File: config.mk
export PLATFORM = sky130hd
export DESIGN_NAME = cfg_port_bridge
export DESIGN_NICKNAME = d
export VERILOG_FILES = /design/src/rtl/cfg_port_bridge.sv
export SDC_FILE = /design/constraint.sdc
export NUM_CORES = 1
export LEC_CHECK = 0
export ABC_AREA = 1
export BUFFER_PORTS_ARGS = -buffer_cell sky130_fd_sc_hd__buf_2
export CORE_MARGIN = 2
export CORE_UTILIZATION = 54
export DETAILED_ROUTE_END_ITERATION = 8
export PLACE_DENSITY = 0.85
export SLEW_MARGIN = 20
export SYNTH_ARGS = -nofsm -noshare
export SYNTH_HDL_FRONTEND = slang
export SYNTH_SLANG_ARGS = --single-unit
File: constraint.sdc
create_clock -name clk -period 3.4 [get_ports clk]
set_clock_uncertainty 0.15 [all_clocks]
set_input_delay 0.34 -clock clk [delete_from_list [all_inputs] [get_ports clk]]
set_output_delay 0.34 -clock clk [all_outputs]
set_load 0.02 [all_outputs]
File: src/rtl/cfg_port_bridge.sv
module cfg_port_bridge #(
  parameter int IO_AW     = 16,
  parameter int ADDR_PORT = 'hCF8,
  parameter int DATA_PORT = 'hCFC,
  parameter int TIMEOUT   = 64
) (
  input  logic             clk,
  input  logic             rst_n,
  input  logic             io_valid,
  input  logic             io_write,
  input  logic [IO_AW-1:0] io_addr,
  input  logic [3:0]       io_be,
  input  logic [31:0]      io_wdata,
  output logic             io_ready,
  output logic [31:0]      io_rdata,
  output logic             cfg_req_valid,
  output logic             cfg_req_write,
  output logic [7:0]       cfg_bus,
  output logic [4:0]       cfg_dev,
  output logic [2:0]       cfg_fn,
  output logic [7:0]       cfg_reg,
  output logic [31:0]      cfg_wdata,
  input  logic             cfg_rsp_valid,
  input  logic             cfg_rsp_hit,
  input  logic [31:0]      cfg_rsp_rdata
);
  localparam int TW = $clog2(TIMEOUT + 1);
  localparam logic [TW-1:0] TLAST = TW'(TIMEOUT - 1);
  localparam logic [31:0] SEL_MASK = 32'h80FF_FFFC;
  localparam logic [31:0] ONES = '1;

  typedef enum logic [1:0] {S_IDLE, S_WAIT, S_DONE} st_t;

  st_t st;
  logic [31:0] sel_q, rdata_q, wdata_q;
  logic        req_q, wr_q;
  logic [TW-1:0] timer;

  wire full   = io_be == 4'hF;
  wire at_sel = io_addr == IO_AW'(ADDR_PORT);
  wire at_dat = io_addr == IO_AW'(DATA_PORT);

  always_ff @(posedge clk or negedge rst_n) begin
    if (!rst_n) begin
      st <= S_IDLE;
      sel_q <= '0;
      rdata_q <= '0;
      wdata_q <= '0;
      req_q <= 1'b0;
      wr_q <= 1'b0;
      timer <= '0;
    end else begin
      case (st)
        S_IDLE: if (io_valid) begin
          if (at_sel && full) begin
            if (io_write) sel_q <= io_wdata & SEL_MASK;
            rdata_q <= sel_q;
            st <= S_DONE;
          end else if (at_dat && full && sel_q[31]) begin
            req_q <= 1'b1;
            wr_q <= io_write;
            wdata_q <= io_wdata;
            timer <= '0;
            st <= S_WAIT;
          end else begin
            rdata_q <= ONES;
            st <= S_DONE;
          end
        end
        S_WAIT: begin
          req_q <= 1'b0;
          if (cfg_rsp_valid) begin
            rdata_q <= cfg_rsp_hit ? cfg_rsp_rdata : ONES;
            st <= S_DONE;
          end else if (timer == TLAST) begin
            rdata_q <= ONES;
            st <= S_DONE;
          end else begin
            timer <= timer + 1'b1;
          end
        end
        default: st <= S_IDLE;
      endcase
    end
  end

  assign io_ready      = st == S_DONE;
  assign io_rdata      = rdata_q;
  assign cfg_req_valid = req_q;
  assign cfg_req_write = wr_q;
  assign cfg_bus       = sel_q[23:16];
  assign cfg_dev       = sel_q[15:11];
  assign cfg_fn        = sel_q[10:8];
  assign cfg_reg       = {sel_q[7:2], 2'b00};
  assign cfg_wdata     = wdata_q;

  a_r10_single_req: assert property (@(posedge clk) disable iff (!rst_n)
    cfg_req_valid |=> !cfg_req_valid);
  a_r10_sel_hold: assert property (@(posedge clk) disable iff (!rst_n)
    (st != S_IDLE) |=> $stable(sel_q));
  a_r10_ready_pulse: assert property (@(posedge clk) disable iff (!rst_n)
    io_ready |=> !io_ready);
  a_r5_enable_gate: assert property (@(posedge clk) disable iff (!rst_n)
    cfg_req_valid |-> sel_q[31]);
  a_r7_timer_bound: assert property (@(posedge clk) disable iff (!rst_n)
    (st == S_WAIT) |-> (timer <= TLAST));
  a_r2_sel_zero_bits: assert property (@(posedge clk) disable iff (!rst_n)
    $changed(sel_q) |-> (sel_q[30:24] == 7'd0 && sel_q[1:0] == 2'd0));
endmodule

After elaboration in Yosys (flattened, before gate mapping)

Index checks and enable logic that the tools add are counted.

Register bits after elaboration: 98
Latch bits: 0
RAM bits: 0
ROM bits: 0
Bits of input ports: 90
Output and inout port bits: 91
Logic and storage cells: 56
Memories: 0

Add/subtract/negate cells: 1
$mul: 0
Divide/modulo/power cells: 0
Order comparisons: 0
Eq/ne operators: 13
Shift operators: 0
Muxes and demuxes: 23
Bitwise operators: 1
Reductions and logical operators: 11

Operators with widths:

| kind                 | count |
|---|---|
| $mux 32              | 6 |
| $pmux 32 s2          | 1 |
| $mux 7               | 5 |
| $eq 16x12->1 const B | 2 |
| $reduce_and 4->1     | 4 |
| $pmux 7 s2           | 1 |
| $mux 2               | 5 |
| $ne 2x2->1 const B   | 5 |
| $add 7x1->7 const B  | 1 |
| $eq 7x6->1 const B   | 1 |
| $ne 3x3->1 const B   | 2 |
| $reduce_and 6->1     | 1 |
| $eq 4x4->1 const B   | 1 |
| $pmux 2 s2           | 1 |
| $logic_and 1x1->1    | 3 |
| $mux 1               | 3 |
| $eq 2x1->1 const B   | 1 |
| $eq 2x2->1 const B   | 1 |
| $logic_not 2->1      | 1 |
| $pmux 1 s2           | 1 |
| $reduce_and 2->1     | 1 |
| $reduce_bool 2->1    | 1 |
| $not 1->1            | 1 |

Logic depth before layout (Yosys ltp)

Gate-level depths: netlist of run 1.

Word-level depth: 7
Gate-level depth with buffers: 10
Mapped depth without buffers: 9

Least setup slack after synthesis of run 1

Ideal clock, no wire load.

Path kind: register -> register
From: register timer[0]
To: register rdata_q[0], in the netlist io_rdata[0]
Setup time: 120 ps
Arrival: 1308 ps
Data required time: 3130 ps
Setup slack: 1822 ps
Stages on the path, launching flop included: 11
Buffers on the path: 1
Period minus slack after synthesis: 1578 ps
Cells stage by stage: dfrtp_1 -> ha_1 -> nand3_2 -> nor2_2 -> nand3_1 -> nand2_2 -> nand2_4 -> nand2_4 -> buf_6 -> nand3_1 -> nand2_1

Word-level cells in the longest chain between the ends: 3

RTL lines:

| item                       | RTL line | source |
|---|---|---|
| start: declaration         | 37       | `logic [TW-1:0] timer;` |
| start signal: assignment   | 79       | `timer <= timer + 1'b1;` |
| $eq 7x6->1                 | 75       | `end else if (timer == TLAST) begin` |
| $ne 3x3->1 (no line)       | --       |  |
| $reduce_and 4->1 (no line) | --       |  |
| end signal: assignment     | 57       | `rdata_q <= sel_q;` |
| end signal: assignment     | 73       | `rdata_q <= cfg_rsp_hit ? cfg_rsp_rdata : ONES;` |
| end: declaration           | 35       | `logic [31:0] sel_q, rdata_q, wdata_q;` |

Every way passes these cells.
A chain may end at the register's enable or synchronous reset.

Worst setup path after layout of run 1

From: register sel_q[31]
To: register rdata_q[2], in the netlist io_rdata[2]

Word-level cells in the longest chain between the ends: 3

RTL lines:

| item                       | RTL line | source |
|---|---|---|
| start: declaration         | 35       |  |
| start signal: assignment   | 56       | `if (io_write) sel_q <= io_wdata & SEL_MASK;` |
| $logic_and 1x1->1          | 59       | `end else if (at_dat && full && sel_q[31]) begin` |
| $ne 3x3->1 (no line)       | --       |  |
| $reduce_and 4->1 (no line) | --       |  |

Every way passes these cells.

==> metrics.yaml, run 1 <==
yosys:
  yosys-top-cells-area: "dfrtp_1 50%, nand2_1 11%, nand3_1 5.8%, nor2_1 5.5%, inv_1 4.4%"
  syn_avg_cell_area_um2: 8.18
  syn_area_um2: 4950
  synthMuxAreaShare: 0
  ys_seq_area_frac: 0.496
  synth_cell_types: 31
  yosysTopAreaCell: "dfrtp_1"
  synth_fa_ha_area_frac: 0.00253
  synthArstFlopShare: 1.00
  yosys.area_share.simple: 0.306
  syn-instance-count: 605
  synth.top_cell.area_share: 0.496
  synth-xor-area-share: 0.00177
  ys_ff_latch: 98
  synth_top_family_by_area: "simple AND/OR/NAND/NOR gates"
  synth_edf_count: 0
  synth_compound_area_frac: 0.0726
  yosysWarnings: 0
  synthFlopType: "dfrtp_1"
cts:
  cts_buffer_depth: 2
  clk_pin_slew_worst_paths_ns: 0.11
  cts_resized: 0
  htreeDepth: 3
  cts_tree: "done"
  postCtsSetupBuffers: 0
  numCtsBuffers: 9
  root_buffer: "clkbuf_8"
  clock-sinks: 98
  holdBufCountCts: 0
  clock_latency_ns: 0.35
hold_path:
  min_to: "cfg_wdata[28]"
  holdPathStages: 3
  timing.hold.worst.class: "input port to flip-flop"
  worstHoldStart: "io_wdata[28]"
worst_setup_path:
  rr_endpoint: "io_rdata[2]"
  cp_top_family: "simple AND/OR/NAND/NOR gates"
  critPathMaxStageDelay_ns: 0.48
  cp_max_fo: 33
  startpoint_type: "flip-flop"
  worstPathArrival_ns: 2.27
  r2r-start: "sel_q[31]"
  reg2reg_depth: 7
  crit_type: "flip-flop to flip-flop"
  critPathRequiredTime_ns: 3.48
  critPathCaptureType: "flip-flop"
  rrSetupSlack_ns: 1.21
  path_cells: "nand3_1, nor2_2, nand3_1, nand2_2, nand2_4, nand2_1, nand2_1"
  cp.buffers_inverters: 0
  critPathSlowestCell: "nand2_2"
power_and_ir_drop:
  seq_power_share: 0.553
  p_sw_frac: 0.286
  power.density_nw_per_um2: 385
  power_frac_clock: 0.315
  p_total_mw: 2.24
  internal-power_mw: 1.60
  p_leak_nw: 3.38
  switchingPower_uw: 640
  ir_worst_vdd_v: 0.000216
  combPwrFrac: 0.132
grt:
  antenna_found_initial: 1
  grt_pass1_vias: 4185
  grt_pass1_wl_um: 19800
  grt_use_total: 0.246
  grt-ovfl-total: 0
  grt_max_degree: 84
timing:
  setup_viol: 0
  finalHoldViolCount: 0
  worst_slew_pin_slew_ns: 0.847
  fmax_ghz: 0.457
  setup_tns_ns: 0
  layout_worst_path_cycle_share: 0.643
  rsz0062_at_grt: "false"
  final_max_slew_viol_count: 0
  fin_crit_ns: 2.19
  maxSlewHeadroom: 0.436
drt:
  drcViolationCount: 0
  routed_wl_um: 11800
  drtIter0Drc: 199
  final_antenna_net_count: 0
  viasPerCell: 5.07
  vias: 4355
  firstDrtPassIters: 5
  routedWlPerCell_um: 13.8
floorplan:
  num_rows: 34
  die-area_um2: 9940
  core-area_um2: 8810
  dieWidth_um: 99.7
  initial_core_util: 0.562
  io_pins: 181
  dieHeight_um: 99.7
finish:
  fillers: 750
  finalNetCount: 836
  syn2layout_area_growth_pct: 17.5
  final_common_cell: "buf_2"
  layout_common_cells: "177 x buf_2, 145 x nand2_1, 98 x dfrtp_1"
  final_cell_count_no_fill: 859
  drive_gt1_frac: 0.340
  post-route-util: 0.660
placed_design:
  gp_congestion: 0.886
  dp.cells: 841
  dpl.hpwl_um: 8760
  portBuffers: 178
outcome:
  status: "finished, final reports clean"
run:
  cap_violations: 0
flip-flops by register name (all words and copies together), names as in the netlist:
register and cells:
sel_q 23, cfg_req_write 1, cfg_wdata 32, timer 7, st 2, cfg_req_valid 1
io_rdata 32
per-layer routing:
metal | up-vias | GRT usage | wire length, um
met5 | - | 0 | 0
met4 | 0 | 0.0843 | 221
met3 | 24 | 0.0485 | 865
met2 | 173 | 0.384 | 5530
met1 | 2017 | 0.347 | 5210
li1 | 2141 | - | -
Yosys cell counts (2+ instances only):
cell,count
o21ai_0,5
o21ai_1,40
dfrtp_1,98
buf_4,24
nand2_1,145
or2_0,4
nand2_4,3
nand3_2,3
o21ai_2,13
clkbuf_1,3
buf_6,9
inv_1,58
nand4_1,3
a21oi_1,4
or2_2,28
nand3_1,57
nor2_2,5
nand3_4,2
nor2_1,73
nand2_2,3
buf_2,15
power groups by stage:
stage / sequential [mW] / combinational (mW) / clock [mW]
2_1_floorplan: 1.32 / 0.100 / 0
6_report: 1.24 / 0.296 / 0.705
5_1_grt: 1.24 / 0.330 / 0.772
4_1_cts: 1.24 / 0.297 / 0.724
3_5_place_dp: 1.26 / 0.296 / 0
3_3_place_gp: 1.26 / 0.290 / 0
tightest hold or removal path: cells and delay by family:
family | cells | cell delay (ns)
buffers and inverters | 2 | 0.15
AOI/OAI and AO/OA | 1 | 0.05
final cells by class:
cell class | instances | area (um2) | area share
timing repair buffer | 180 | 915 | 0.157
tap | 108 | 135 | 0.0232
multi-input combinational | 397 | 1900 | 0.327
clock inverter | 7 | 58.8 | 0.0101
inverter | 59 | 224 | 0.0385
sequential | 98 | 2450 | 0.422
clock buffer | 9 | 124 | 0.0213
antenna | 1 | 2.50 | 0.000430
how the worst max path moves through the flow:
stage / from / endpoint / slack, ns / depth (start not counted)
after floorplan: timer[0] / io_rdata[0] / 1.82 / 10
after global placement: io_addr[9] / timer[4] / 1.13 / 9
after detailed placement: io_addr[9] / timer[4] / 1.08 / 9
after CTS: st[1] / io_rdata[29] / 1.24 / 7
after global routing: sel_q[31] / io_rdata[28] / 1.0 / 7
final: sel_q[31] / io_rdata[2] / 1.21 / 7
per-stage QoR:
stage               setup WS [ns]  cell area [um2]  hold WS [ns]
finish                       1.21             5810        0.0656
global route                0.998             5810        0.0467
CTS                          1.24             5800        0.0526
detailed placement           1.08             5610         0.321
global placement             1.13             5610         0.312
floorplan                    1.82             4950        -0.106
cell families after synthesis:
group,count (synthesis)
AO/OA/AOI/OAI,62
XOR/XNOR,1
adder cells (fa/ha/maj),1
buffers and inverters,111
flip-flops,98
other,1
AND/OR/NAND/NOR,331
No activity file was read; power rests on OpenSTA's default activity.
==> run 2: changes to the inputs <==
--- a/config.mk
+++ b/config.mk
@@ -5,12 +5,12 @@
 export SDC_FILE = /design/constraint.sdc
 export NUM_CORES = 1
 export LEC_CHECK = 0
-export ABC_AREA = 1
+export ABC_AREA = 0
 export BUFFER_PORTS_ARGS = -buffer_cell sky130_fd_sc_hd__buf_2
 export CORE_MARGIN = 2
-export CORE_UTILIZATION = 54
+export CORE_UTILIZATION = 44
 export DETAILED_ROUTE_END_ITERATION = 8
-export PLACE_DENSITY = 0.85
+export PLACE_DENSITY = 0.76
 export SLEW_MARGIN = 20
 export SYNTH_ARGS = -nofsm -noshare
 export SYNTH_HDL_FRONTEND = slang
==> constraint.sdc (replaced) <==
create_clock -name clk -period 2 [get_ports clk]
set_clock_uncertainty 0.15 [all_clocks]
set_input_delay 0.2 -clock clk [delete_from_list [all_inputs] [get_ports clk]]
set_output_delay 0.2 -clock clk [all_outputs]
set_load 0.02 [all_outputs]
==> run 2 against run 1 <==
Maximum frequency up 16%. Register-to-register slack worse by 1.1 ns. Clock power up 91%. Power up 64%. Critical endpoint is now io_rdata[20]. Routed wire length down 1.2%.
==> metrics.yaml, run 2 <==
worst_setup_path:
  critPathRequiredTime_ns: 2.13  # -1.35 ns
  critPathSlowestCell: "dfrtp_1"
  rrSetupSlack_ns: 0.11  # -1.11 ns
  cp_top_family: "flip-flops"
  path_cells: "ha_1, nand3_1, nor3_1, nor2_2, a2bb2oi_4, buf_12, mux2i_1"
  r2r-start: "timer[0]"
  crit_type: "flip-flop to flip-flop"
  critPathCaptureType: "flip-flop"
  rr_endpoint: "io_rdata[20]"
  cp_max_fo: 18  # -45%
  crit_start: "timer[0]"
  reg2reg_depth: 7  # unchanged
  cp.buffers_inverters: 1  # +1
  worstPathArrival_ns: 2.02  # -0.25 ns
  startpoint_type: "flip-flop"
  critPathMaxStageDelay_ns: 0.39  # -0.09 ns
finish:
  final_cell_count_no_fill: 711  # -17%
  stdcell_area_um2: 6230  # +7.1%
  diodes: 0  # -1
  post-route-util: 0.640  # -0.0202
  final_common_cell: "buf_2"
  syn2layout_area_growth_pct: 41.8
  finalNetCount: 665  # -20%
  drive_gt1_frac: 0.394  # +0.0545
  layout_common_cells: "177 x buf_2, 98 x dfrtp_1, 64 x dlygate4sd3_1"
  fillers: 766  # +2.1%
placed_design:
  gp_congestion: 0.818  # -7.7%
  place_ws_ns: -0.0482  # -1.13 ns
  dp.cells: 632  # -25%
  dpl.hpwl_um: 7690  # -12%
  place_area_um2: 5370  # -4.3%
  portBuffers: 178  # unchanged
cts:
  root_buffer: "clkbuf_8"
  cts_buffer_depth: 2  # unchanged
  postCtsSetupBuffers: 0  # unchanged
  cts_tree: "done"
  clock_latency_ns: 0.36  # about the same
  clock-sinks: 98  # unchanged
  clk_pin_slew_worst_paths_ns: 0.09  # -0.02 ns
  numCtsBuffers: 9  # unchanged
  htreeDepth: 3  # unchanged
hold_path:
  timing.hold.worst.class: "input port to flip-flop"
  holdPathStages: 3  # unchanged
  min_to: "io_rdata[3]"
  worstHoldStart: "cfg_rsp_rdata[3]"
timing:
  hold_ws_ns: 0.0242  # -0.0415 ns
  layout_worst_path_cycle_share: 0.946  # +0.303
  fin_crit_ns: 1.89  # -0.294 ns
  finalHoldViolCount: 0  # unchanged
  finalWorstSetupSlack_ns: 0.108  # -1.11 ns
  setup_viol: 0  # unchanged
  rsz0062_at_grt: "false"
  final_max_slew_viol_count: 0  # unchanged
  fmax_ghz: 0.529  # +16%
  setup_tns_ns: 0  # unchanged
run:
  cap_violations: 0  # unchanged
floorplan:
  die-area_um2: 10800  # +8.6%
  initial_core_util: 0.451  # -0.110
  core-area_um2: 9730  # +10%
  num_rows: 36  # +5.9%
  dieWidth_um: 104  # +4.2%
  dieHeight_um: 104  # +4.2%
  io_pins: 181  # unchanged
yosys:
  syn_avg_cell_area_um2: 12.8  # +57%
  synthArstFlopShare: 1.00  # unchanged
  yosysWarnings: 0  # unchanged
  ys_seq_area_frac: 0.558  # +0.0627
  synth.top_cell.area_share: 0.558  # +0.0627
  synth_edf_count: 0  # unchanged
  syn-instance-count: 342  # -43%
  synth_cell_types: 37  # +19%
  yosys-top-cells-area: "dfrtp_1 56%, mux2_1 12%, mux2i_1 7.3%, buf_4 4.3%, o22ai_1 3.3%"
  yosysTopAreaCell: "dfrtp_1"
  synth_most_common_cell: "dfrtp_1"
  ys_top_cells_by_count: "98 x dfrtp_1, 47 x mux2_1, 32 x inv_1, 32 x mux2i_1, 25 x buf_4"
  syn_area_um2: 4390  # -11%
  ys_ff_latch: 98  # unchanged
  synthFlopType: "dfrtp_1"
drt:
  final_antenna_net_count: 0  # unchanged
  routedWlPerCell_um: 16.4  # +19%
  drcViolationCount: 0  # unchanged
  routed_wl_um: 11700  # -1.2%
  vias: 3534  # -19%
  viasPerCell: 4.97  # -2.0%
  drtIter0Drc: 144  # -28%
  firstDrtPassIters: 4  # -1
grt:
  grt_pass1_vias: 3925  # -6.2%
  grt_max_degree: 55  # -35%
  grt-ovfl-total: 0  # unchanged
  grt_pass1_wl_um: 19000  # -4.0%
  antenna_found_initial: 0  # -1
  grt_use_total: 0.221  # -0.0245
power_and_ir_drop:
  power.density_nw_per_um2: 591  # +53%
  p_total_mw: 3.68  # +64%
  p_leak_nw: 3.57  # +5.7%
  ir_worst_vdd_v: 0.000460  # +110%
outcome:
  status: "finished, final reports clean"
-- run 2: cell types whose count changed after synthesis, sizes merged, moves of 3 or more --
cell	previous run	this run
mux2i	0	32
buf	48	33
o21ai	58	10
nand3	62	9
nor2	78	3
or2	33	1
inv	59	35
nand2	151	7
a21oi	4	0
o22ai	0	23
clkbuf	4	7
nand4bb	0	3
mux2	0	56
a21o	0	3
-- run 2: report_power, final --
| part | leakage (nW) | switching, mW | internal, mW | total, mW |
|---|---|---|---|---|
| Clock | 0.100 | 0.649 | 0.698 | 1.35 |
| Sequential | 1.19 | 0.00791 | 1.99 | 1.99 |
| Combinational | 2.29 | 0.139 | 0.196 | 0.335 |
-- run 2: layer usage --
layer | vias up | part of all wire | track usage
li1 | 1630 | - | -
met1 | 1740 | 0.38 | 0.241
met2 | 134 | 0.52 | 0.392
met3 | 30 | 0.060 | 0.0608
met4 | 0 | 0.035 | 0.117
met5 | - | 0 | 0
-- run 2: area by class of cell --
cell class,count,area [um2],area share
Timing Repair Buffer,260,1730,0.278
Tap cell,133,166,0.0267
Clock inverter,3,65.1,0.0105
Inverter,35,131,0.0211
Multi-Input combinational cell,170,1540,0.248
Clock buffer,12,135,0.0217
Sequential cell,98,2450,0.394
-- run 2: logic make-up after synthesis --
group / after synthesis / share of synthesized area
AO/OA/AOI/OAI: 44 / 0.0687
adder cells (fa/ha/maj): 1 / 0.00285
buffers and inverters: 75 / 0.0949
flip-flops: 98 / 0.558
multiplexers: 88 / 0.224
other: 1 / 0.000854
AND/OR/NAND/NOR: 35 / 0.0501
-- run 2: worst max-delay path by stage --
stage                   endpoint  depth (start not counted)  slack [ns]
global placement        timer[1]                          7       -0.03
floorplan               timer[1]                          7        0.06
global route            timer[5]                          7       0.001
CTS                 io_rdata[20]                          7        0.03
finish              io_rdata[20]                          7        0.11
detailed placement   io_rdata[3]                          7       -0.05
-- run 2: what timing repair did --
item / CTS / global route
hold buffers: 64 / 0
endpoints found under the setup margin: 0 / 26
gates resized for setup: 0 / 3
endpoints found under the hold margin: 184 / 0
-- run 2: tightest hold or removal path, cell delays in order --
cell and delay, ns:
buf_2 0.08, o22ai_1 0.05, mux2i_1 0.14
